File: config.mk
export PLATFORM = sky130hd
export DESIGN_NAME = phy_hs_engine
export DESIGN_NICKNAME = d
export VERILOG_FILES = /design/src/rtl/phy_hs_pkg.sv /design/src/rtl/phy_hs_poller.sv /design/src/rtl/phy_hs_seq.sv /design/src/rtl/phy_hs_ctrl_mux.sv /design/src/rtl/phy_hs_engine.sv
export SDC_FILE = /design/constraint.sdc
export NUM_CORES = 1
export LEC_CHECK = 0
export ABC_AREA = 0
export BUFFER_PORTS_ARGS = -buffer_cell sky130_fd_sc_hd__buf_2
export CAP_MARGIN = 20
export CORE_ASPECT_RATIO = 0.9
export CORE_UTILIZATION = 51
export CTS_BUF_LIST = sky130_fd_sc_hd__clkbuf_16
export CTS_CLUSTER_DIAMETER = 30
export DETAILED_ROUTE_END_ITERATION = 7
export MAX_ROUTING_LAYER = met4
export PLACE_DENSITY = 0.8
export SETUP_SLACK_MARGIN = 0.2
export SLEW_MARGIN = 20
export SYNTH_ARGS = -nofsm -noshare
export SYNTH_HDL_FRONTEND = slang
export SYNTH_SLANG_ARGS = --single-unit
File: constraint.sdc
create_clock -name clk_i -period 2.8 [get_ports clk_i]
set_input_delay 0.56 -clock clk_i [delete_from_list [all_inputs] [get_ports clk_i]]
set_output_delay 0.56 -clock clk_i [all_outputs]
set_load 0.1 [all_outputs]
File: src/rtl/phy_hs_pkg.sv
package phy_hs_pkg;

  typedef enum logic [3:0] {
    ST_IDLE,
    ST_A_PRE,
    ST_A_SET,
    ST_A_CLR,
    ST_D_PRE,
    ST_D_SET,
    ST_D_CLR,
    ST_W_SET,
    ST_W_CLR,
    ST_R_SET,
    ST_R_CLR
  } step_e;

  // steps that poll the acknowledge
  function automatic logic step_waits(step_e s);
    return !(s inside {ST_IDLE, ST_A_PRE, ST_D_PRE});
  endfunction

  // level of acknowledge the step is waiting for
  function automatic logic step_wants_high(step_e s);
    return s inside {ST_A_SET, ST_D_SET, ST_W_SET, ST_R_SET};
  endfunction

endpackage

File: src/rtl/phy_hs_poller.sv
module phy_hs_poller #(
  parameter int unsigned POLL_LIMIT = 10,
  parameter int unsigned POLL_GAP   = 4
) (
  input  logic clk_i,
  input  logic rst_ni,
  input  logic active_i,
  input  logic expect_i,
  input  logic ack_i,
  output logic hit_o,
  output logic timeout_o
);
  localparam int unsigned TRY_W = (POLL_LIMIT > 1) ? $clog2(POLL_LIMIT) : 1;

  logic [TRY_W-1:0] try_q;
  logic             gap_zero;
  logic             sample;
  logic             clear;

  assign sample    = active_i && gap_zero;
  assign hit_o     = sample && (ack_i == expect_i);
  assign timeout_o = sample && (ack_i != expect_i) && (try_q == TRY_W'(POLL_LIMIT - 1));
  assign clear     = !active_i || hit_o || timeout_o;

  generate
    if (POLL_GAP > 1) begin : g_gap
      localparam int unsigned GAP_W = $clog2(POLL_GAP);
      logic [GAP_W-1:0] gap_q;
      assign gap_zero = (gap_q == '0);
      always_ff @(posedge clk_i or negedge rst_ni) begin
        if (!rst_ni)        gap_q <= '0;
        else if (clear)     gap_q <= '0;
        else if (gap_zero)  gap_q <= GAP_W'(POLL_GAP - 1);
        else                gap_q <= gap_q - 1'b1;
      end
    end else begin : g_nogap
      assign gap_zero = 1'b1;
    end
  endgenerate

  always_ff @(posedge clk_i or negedge rst_ni) begin
    if (!rst_ni)       try_q <= '0;
    else if (clear)    try_q <= '0;
    else if (gap_zero) try_q <= try_q + 1'b1;
  end

endmodule

File: src/rtl/phy_hs_seq.sv
module phy_hs_seq
  import phy_hs_pkg::*;
#(
  parameter int unsigned DATA_W = 16
) (
  input  logic              clk_i,
  input  logic              rst_ni,
  input  logic              req_i,
  input  logic              req_write_i,
  input  logic [DATA_W-1:0] req_addr_i,
  input  logic [DATA_W-1:0] req_wdata_i,
  input  logic              hit_i,
  input  logic              timeout_i,
  input  logic [DATA_W-1:0] stat_data_i,
  output step_e             step_o,
  output logic [DATA_W-1:0] addr_o,
  output logic [DATA_W-1:0] wdata_o,
  output logic              busy_o,
  output logic              done_o,
  output logic              error_o,
  output logic [DATA_W-1:0] rdata_o
);
  step_e             step_q, step_d;
  logic              write_q;
  logic [DATA_W-1:0] addr_q, wdata_q, rdata_q;
  logic              done_q, err_q;
  logic              accept, finish_ok;

  assign accept = (step_q == ST_IDLE) && req_i;

  always_comb begin
    step_d    = step_q;
    finish_ok = 1'b0;
    unique case (step_q)
      ST_IDLE:  if (req_i) step_d = ST_A_PRE;
      ST_A_PRE: step_d = ST_A_SET;
      ST_A_SET: if (hit_i) step_d = ST_A_CLR;
      ST_A_CLR: if (hit_i) step_d = write_q ? ST_D_PRE : ST_R_SET;
      ST_D_PRE: step_d = ST_D_SET;
      ST_D_SET: if (hit_i) step_d = ST_D_CLR;
      ST_D_CLR: if (hit_i) step_d = ST_W_SET;
      ST_W_SET: if (hit_i) step_d = ST_W_CLR;
      ST_W_CLR: if (hit_i) begin step_d = ST_IDLE; finish_ok = 1'b1; end
      ST_R_SET: if (hit_i) step_d = ST_R_CLR;
      ST_R_CLR: if (hit_i) begin step_d = ST_IDLE; finish_ok = 1'b1; end
      default:  step_d = ST_IDLE;
    endcase
    if (timeout_i) step_d = ST_IDLE;
  end

  always_ff @(posedge clk_i or negedge rst_ni) begin
    if (!rst_ni) begin
      step_q  <= ST_IDLE;
      write_q <= 1'b0;
      addr_q  <= '0;
      wdata_q <= '0;
      rdata_q <= '0;
      done_q  <= 1'b0;
      err_q   <= 1'b0;
    end else begin
      step_q <= step_d;
      done_q <= finish_ok || timeout_i;
      if (accept) begin
        write_q <= req_write_i;
        addr_q  <= req_addr_i;
        wdata_q <= req_wdata_i;
        err_q   <= 1'b0;
      end
      if (timeout_i) err_q <= 1'b1;
      if (step_q == ST_R_SET && hit_i) rdata_q <= stat_data_i;
    end
  end

  assign step_o  = step_q;
  assign addr_o  = addr_q;
  assign wdata_o = wdata_q;
  assign busy_o  = (step_q != ST_IDLE);
  assign done_o  = done_q;
  assign error_o = err_q;
  assign rdata_o = rdata_q;

endmodule

File: src/rtl/phy_hs_ctrl_mux.sv
module phy_hs_ctrl_mux
  import phy_hs_pkg::*;
#(
  parameter int unsigned DATA_W = 16
) (
  input  step_e             step_i,
  input  logic [DATA_W-1:0] addr_i,
  input  logic [DATA_W-1:0] wdata_i,
  output logic [DATA_W+3:0] ctrl_o
);
  localparam int unsigned CAP_A = DATA_W;
  localparam int unsigned CAP_D = DATA_W + 1;
  localparam int unsigned WR    = DATA_W + 2;
  localparam int unsigned RD    = DATA_W + 3;

  always_comb begin
    ctrl_o = '0;
    unique case (step_i)
      ST_A_PRE, ST_A_CLR:           ctrl_o[DATA_W-1:0] = addr_i;
      ST_A_SET: begin
        ctrl_o[DATA_W-1:0] = addr_i;
        ctrl_o[CAP_A]      = 1'b1;
      end
      ST_D_PRE, ST_D_CLR, ST_W_CLR: ctrl_o[DATA_W-1:0] = wdata_i;
      ST_D_SET: begin
        ctrl_o[DATA_W-1:0] = wdata_i;
        ctrl_o[CAP_D]      = 1'b1;
      end
      ST_W_SET:                     ctrl_o[WR] = 1'b1;
      ST_R_SET:                     ctrl_o[RD] = 1'b1;
      default:                      ctrl_o = '0;
    endcase
  end

endmodule

File: src/rtl/phy_hs_engine.sv
module phy_hs_engine
  import phy_hs_pkg::*;
#(
  parameter int unsigned DATA_W     = 16,
  parameter int unsigned POLL_LIMIT = 10,
  parameter int unsigned POLL_GAP   = 4
) (
  input  logic              clk_i,
  input  logic              rst_ni,
  input  logic              req_i,
  input  logic              req_write_i,
  input  logic [DATA_W-1:0] req_addr_i,
  input  logic [DATA_W-1:0] req_wdata_i,
  output logic              busy_o,
  output logic              done_o,
  output logic              error_o,
  output logic [DATA_W-1:0] rdata_o,
  output logic [DATA_W+3:0] phy_ctrl_o,
  input  logic [DATA_W:0]   phy_stat_i
);
  localparam int unsigned ACK_BIT = DATA_W;

  step_e             step;
  logic [DATA_W-1:0] addr, wdata;
  logic              hit, timeout;

  phy_hs_seq #(.DATA_W(DATA_W)) u_seq (
    .clk_i       (clk_i),
    .rst_ni      (rst_ni),
    .req_i       (req_i),
    .req_write_i (req_write_i),
    .req_addr_i  (req_addr_i),
    .req_wdata_i (req_wdata_i),
    .hit_i       (hit),
    .timeout_i   (timeout),
    .stat_data_i (phy_stat_i[DATA_W-1:0]),
    .step_o      (step),
    .addr_o      (addr),
    .wdata_o     (wdata),
    .busy_o      (busy_o),
    .done_o      (done_o),
    .error_o     (error_o),
    .rdata_o     (rdata_o)
  );

  phy_hs_poller #(.POLL_LIMIT(POLL_LIMIT), .POLL_GAP(POLL_GAP)) u_poll (
    .clk_i     (clk_i),
    .rst_ni    (rst_ni),
    .active_i  (step_waits(step)),
    .expect_i  (step_wants_high(step)),
    .ack_i     (phy_stat_i[ACK_BIT]),
    .hit_o     (hit),
    .timeout_o (timeout)
  );

  phy_hs_ctrl_mux #(.DATA_W(DATA_W)) u_mux (
    .step_i  (step),
    .addr_i  (addr),
    .wdata_i (wdata),
    .ctrl_o  (phy_ctrl_o)
  );

endmodule

Yosys cells after proc, flatten, opt, wreduce, memory -nomap -nowiden
Index checks and enable logic that the tools add are counted.
- flip-flop bits (word level): 61
- memories: 0
- memory bits (writable): 0
- latch bits: 0
- word-level logic and storage cells: 77
- bits in read-only memories: 0
- mux-type cells: 24
- reduce and logical (&&, ||, !) cells: 21
- shifts and indexed selects: 0
- $mul: 0
- divide/modulo/power cells: 0
- order comparisons: 0
- bitwise operators: 0
- $add $sub $neg: 2
- equality and inequality tests: 21
- operator list (cell ; number):
    two-way mux 4 bit ; 12
    one-hot mux 4 bit (10 select lines) ; 1
    one-hot mux 16 bit (2 select lines) ; 1
    equality test 4 x 3 -> 1 bit, second input constant ; 4
    equality test 4 bit, second input constant ; 4
    inequality test 3 x 1 -> 1 bit, second input constant ; 5
    equality test 4 x 2 -> 1 bit, second input constant ; 2
    two-way mux 1 bit ; 8
    AND reduction 8 bit ; 1
    nonzero test 4 bit ; 2
    logical AND 1 bit ; 6
    inequality test 3 bit, second input constant ; 2
    adder 4 x 1 -> 4 bit, second input constant ; 1
    equality test 4 x 1 -> 1 bit, second input constant ; 1
    zero test 4 bit ; 1
    two-way mux 2 bit ; 2
    nonzero test 2 bit ; 2
    OR reduction 4 bit ; 1
    logical OR 1 bit ; 3
    inequality test 3 x 2 -> 1 bit, second input constant ; 1
    nonzero test 3 bit ; 1
    OR reduction 3 bit ; 1
    zero test 2 bit ; 1
    OR reduction 2 bit ; 1
    other kinds (4) ; 4

Longest topological paths before layout
- depth after elaboration: 8
- depth in mapped cells: 7
- mapped depth without buffers: 7

Hierarchy
From an unflattened synthesis, not the netlist that was laid out.
- cells, all modules: 272
- area total of the unflattened synthesis: 3425.8 um^2
- by module, submodules not included (module ; sequential area each (um^2) ; area an instance (um^2) ; instances ; cells each):
    phy_hs_seq ; 1376.3 ; 2401.1 ; 1 ; 146
    phy_hs_ctrl_mux ; 0.0 ; 610.6 ; 1 ; 83
    phy_hs_poller ; 150.1 ; 370.4 ; 1 ; 38
    phy_hs_engine ; 0.0 ; 43.8 ; 1 ; 5

Least setup slack after synthesis
OpenSTA, ideal clock, no wires.
- path type: register -> register
- from: reg u_seq.step_q[0], in the netlist u_seq.step_o[0]
- to: reg u_seq.step_q[0], in the netlist u_seq.step_o[0]
- required time: 2675 ps
- period minus slack after synthesis: 3629 ps
- path buffers: 1
- cell stages (with the launch flop): 7
- arrival: 3505 ps
- setup slack: -829 ps
- setup time: 125 ps
- cells stage by stage: dfrtp_1 buf_2 nor4b_2 a22oi_1 o2bb2ai_1 nand2_1 mux2_2
- cells in the longest elaborated chain, start to end: 8
- elaborated cells on any way between the ends: 32
- ends and longest elaborated chain (element ; line ; text):
    from (decl) ; phy_hs_seq.sv:23 ; step_e step_q, step_d;
    from (signal assigned) ; phy_hs_seq.sv:61 ; step_q <= step_d;
    equality test 4 x 1 -> 1 bit (tied with other cells) ; phy_hs_pkg.sv:19, phy_hs_seq.sv:34 ;
    nonzero test 3 bit ; phy_hs_pkg.sv:19 ; return !(s inside {ST_IDLE, ST_A_PRE, ST_D_PRE});
    zero test 1 bit ; phy_hs_pkg.sv:19 ;
    logical AND 1 bit ; phy_hs_poller.sv:20 ; assign sample = active_i && gap_zero;
    logical AND 1 bit (2 in a row) ; phy_hs_poller.sv:22 ; assign timeout_o = sample && (ack_i != expect_i) && (try_q == TRY_W'(POLL_LIMIT - 1));
    inequality test 3 bit (no line) (tied with other cells) ; -- ;
    AND reduction 8 bit (no line) ; -- ;
Parallel ways exist; a longest one is shown, timed or not.
A chain may end at the register's enable or synchronous reset.

Worst setup path after layout
- from: reg u_seq.step_q[2], in the netlist u_seq.step_o[2]
- to: out phy_ctrl_o[15]
- cells in the longest elaborated chain, start to end: 3
- elaborated cells on any way between the ends: 10
- ends and longest elaborated chain (element ; line ; text):
    equality test 4 x 3 -> 1 bit (tied with other cells) ; phy_hs_ctrl_mux.sv:18 ; unique case (step_i)
    OR reduction 4 bit (no line) / OR reduction 3 bit (equally long branches) ; -- ;
    one-hot mux 16 bit (2 select lines) (*) ; phy_hs_ctrl_mux.sv:18 ;
    to (decl) ; phy_hs_engine.sv:18 ; output logic [DATA_W+3:0] phy_ctrl_o,
Mark *: on every way between the ends. The rest lies on a longest branch, timed or not.

==> results_dict.tcl <==
set metrics [dict create \
    worstMarginPinSlew_ns 0.7505 \
    route.detailed.drc 0 \
    final-setup-viol-count 0 \
    mappedNetlistNets 285 \
    detailedRoute.firstPassIterationCount 4 \
    critical_path_peak_fanout 17 \
    grt_overflow_total 0 \
    critPathKind "reg -> out" \
    timing.final.hold_violations 0 \
    max_freq_mhz 394.6 \
    area.growth.synth_to_final_pct 40.52 \
    cts.htree.levels 3 \
    antenna_cells_inserted 0 \
    first_global_vias 2157 \
    worst_hold_path_type "in -> async" \
    grt.total_usage_pct 24.56 \
    drt-initial-drc-count 154 \
    slew_headroom_pct 49.97 \
    design.die.area_um2 5960 \
    seq_area_frac_synth_pct 52.93 \
    avgSynthCellArea_um2 12.59 \
    final.setup.tns_ns 0 \
    unrepaired_setup_endpoints_after_global_routing "false" \
    grt_antenna_before_repair 0 \
    cts_root_buffer "sky130_fd_sc_hd__clkbuf_16" \
    post_drt_via_cell_ratio 5.630 \
    grt_first_pass_wirelength_um 10290 \
    ys_top_cells_by_area "sky130_fd_sc_hd__dfrtp_1 (53%), sky130_fd_sc_hd__mux2_2 (20%), sky130_fd_sc_hd__a22o_1 (4.9%)" \
    num_rows 25 \
    worst-endpoint-arrival_ns 1.97 \
    cts_sinks 61 \
    timing.critical_path.buf_inv 2 \
    final_period_minus_worst_setup_slack_ns 2.534 \
    number_of_buffers_created_by_cts 9 \
    most-common-layout-cells "sky130_fd_sc_hd__buf_2 (75), sky130_fd_sc_hd__dfrtp_1 (59), sky130_fd_sc_hd__mux2_2 (41)" \
    fin_skew_ns 0.004343 \
    final-max-slew-violation-count 0 \
    cp_startpoint_kind "flip-flop" \
    synthesis.instances 229 \
    place.detailed.hpwl_um 4706 \
    timing.critical_path.cells "nor3_2 -> a21oi_1 -> o22ai_1 -> buf_4 -> a22o_2 -> buf_12" \
    grt_max_degree 62 \
    wirelength_um 6686 \
    clk_transition_reported_paths_ns 0.05 \
    floorplan.die.height_um 73.34 \
    post-route-period-util_pct 90.52 \
    clockBufferDepth 2 \
    insertion_delay_ns 0.33 \
    number_of_synthesized_flops_with_an_enable_pin 0 \
    synthFlopType "sky130_fd_sc_hd__dfrtp_1" \
    ys_async_sr_fraction_pct 100.0 \
    syn_area_um2 2884 \
    r2r_slack_ns 0.64 \
    fp.coreArea_um2 5349 \
    layout_commonest_cell "sky130_fd_sc_hd__buf_2" \
    cp_data_required_time_ns 2.24 \
    nNetsFinal 381 \
    critPathMaxStageDelay_ns 0.54 \
    worst_path_dominant_cell_family "flip-flops" \
    cts_tree "built" \
    effective_utilization_at_floorplan_pct 53.92 \
    crit_path_top_delay_cell "sky130_fd_sc_hd__dfrtp_2" \
    yosysTopAreaCellShare_pct 52.93 \
    synth_top_area_cell "sky130_fd_sc_hd__dfrtp_1" \
    run_status "finished, final reports clean" \
    wl_per_cell_um 16.84 \
    die_w_um 81.27 \
    cap_viol_max_count 0 \
    final_layout_size_suffix_gt1_share_pct 56.36 \
    floorplan.io_pins 92 \
    via_count 2235 \
    routabilityCongestion 0.8422 \
    detail-route-antenna-nets 0 \
    numPortBuffers 91 \
    synth_cell_types 47 \
    synth_warnings 0 \
    synth_seq_cells 61 \
    cp_endpoint_kind "primary output" \
]
-- state kept, by name, indices dropped and copies added (netlist names), 2 cells and up --
name                flops
u_poll.g_gap.gap_q      2
u_poll.try_q            4
u_seq.addr_o           16
u_seq.rdata_o          16
u_seq.step_o            4
u_seq.wdata_o          16
-- cell type report --
class / count / area, µm²
clock buffer: 9 / 225.2
inverter: 7 / 26.28
sequential: 61 / 1529
tap: 67 / 83.83
timing repair buffer: 99 / 768.2
clock inverter: 7 / 57.56
multi-input combinational: 147 / 1363
fill: 347 / 1296
-- per-layer routing --
| metal | up-vias | global-route usage, % | part of all wire, % |
|---|---|---|---|
| met5 | - | - | 0 |
| met4 | 0 | 10.71 | 2.3 |
| met3 | 16 | 9.689 | 7.1 |
| met2 | 97 | 38.24 | 50 |
| met1 | 1094 | 27.94 | 40 |
| li1 | 1028 | - | - |
-- path summary, 6_finish.rpt --
kind	start	end	depth (start not counted)
max	u_seq.step_o[2]	phy_ctrl_o[15]	6
min	rst_ni	u_poll.try_q[1]	2
max reg2reg	u_seq.step_o[0]	u_seq.step_o[1]	6
min reg2reg	u_poll.g_gap.gap_q[0]	u_poll.g_gap.gap_q[0]	1
max in group asynchronous	rst_ni	u_seq.step_o[2]	2
min in group clk_i	u_poll.g_gap.gap_q[0]	u_poll.g_gap.gap_q[0]	1
-- timing repair --
action	in CTS	in global routing
pin swaps	0	1
setup endpoints to repair	16	16
hold buffers	0	0
setup buffers	0	1
resized for setup	1	1
-- cell usage after synthesis, drive strengths merged, types with 2 or more instances --
cell	instances
nor4bb	2
clkbuf	4
nand4	3
nor4	2
buf	10
and2	3
nand3	2
o31a	2
a211o	2
xor2	2
nand2	8
a21oi	4
a22o	16
and3b	2
o21ai	2
nor2	12
mux2	51
ha	3
o2bb2ai	2
nand2b	3
dfrtp	61
nor3	3
a22oi	2
inv	7
-- cells by family after synthesis --
kind of cell / after synthesis / share of synthesized area [%]
adder cells (fa/ha/maj): 3 / 1.302
AND/OR/NAND/NOR: 47 / 9.935
multiplexers: 52 / 20.26
flip-flops: 61 / 52.93
XOR/XNOR: 3 / 0.9112
buffers and inverters: 21 / 3.080
AO/OA/AOI/OAI: 42 / 11.58
-- worst reg2reg max path, delay by kind of cell (launching register included) --
kind | cells | cell delay, ns
simple gates | 3 | 0.78
flops | 1 | 0.50
compound gates | 2 | 0.52
buf+inv | 1 | 0.24
-- metrics by stage --
stage	hold WS, ns	setup slack, ns	util (%)	std cells	area [µm²]
6_report	0.3845	0.2656	75.77	397	4053
5_1_grt	0.4541	0.1950	75.77	397	4053
4_1_cts	0.4225	0.2135	75.30	396	4028
3_5_place_dp	0.4379	0.3095	69.89	380	3739
3_3_place_gp	0.4316	0.3571	69.89	380	3739
2_1_floorplan	0.2644	0.1048	-	229	2987
Power is not shown: default switching activity piles up to over one toggle a cycle in this logic, so the estimate is an artifact.
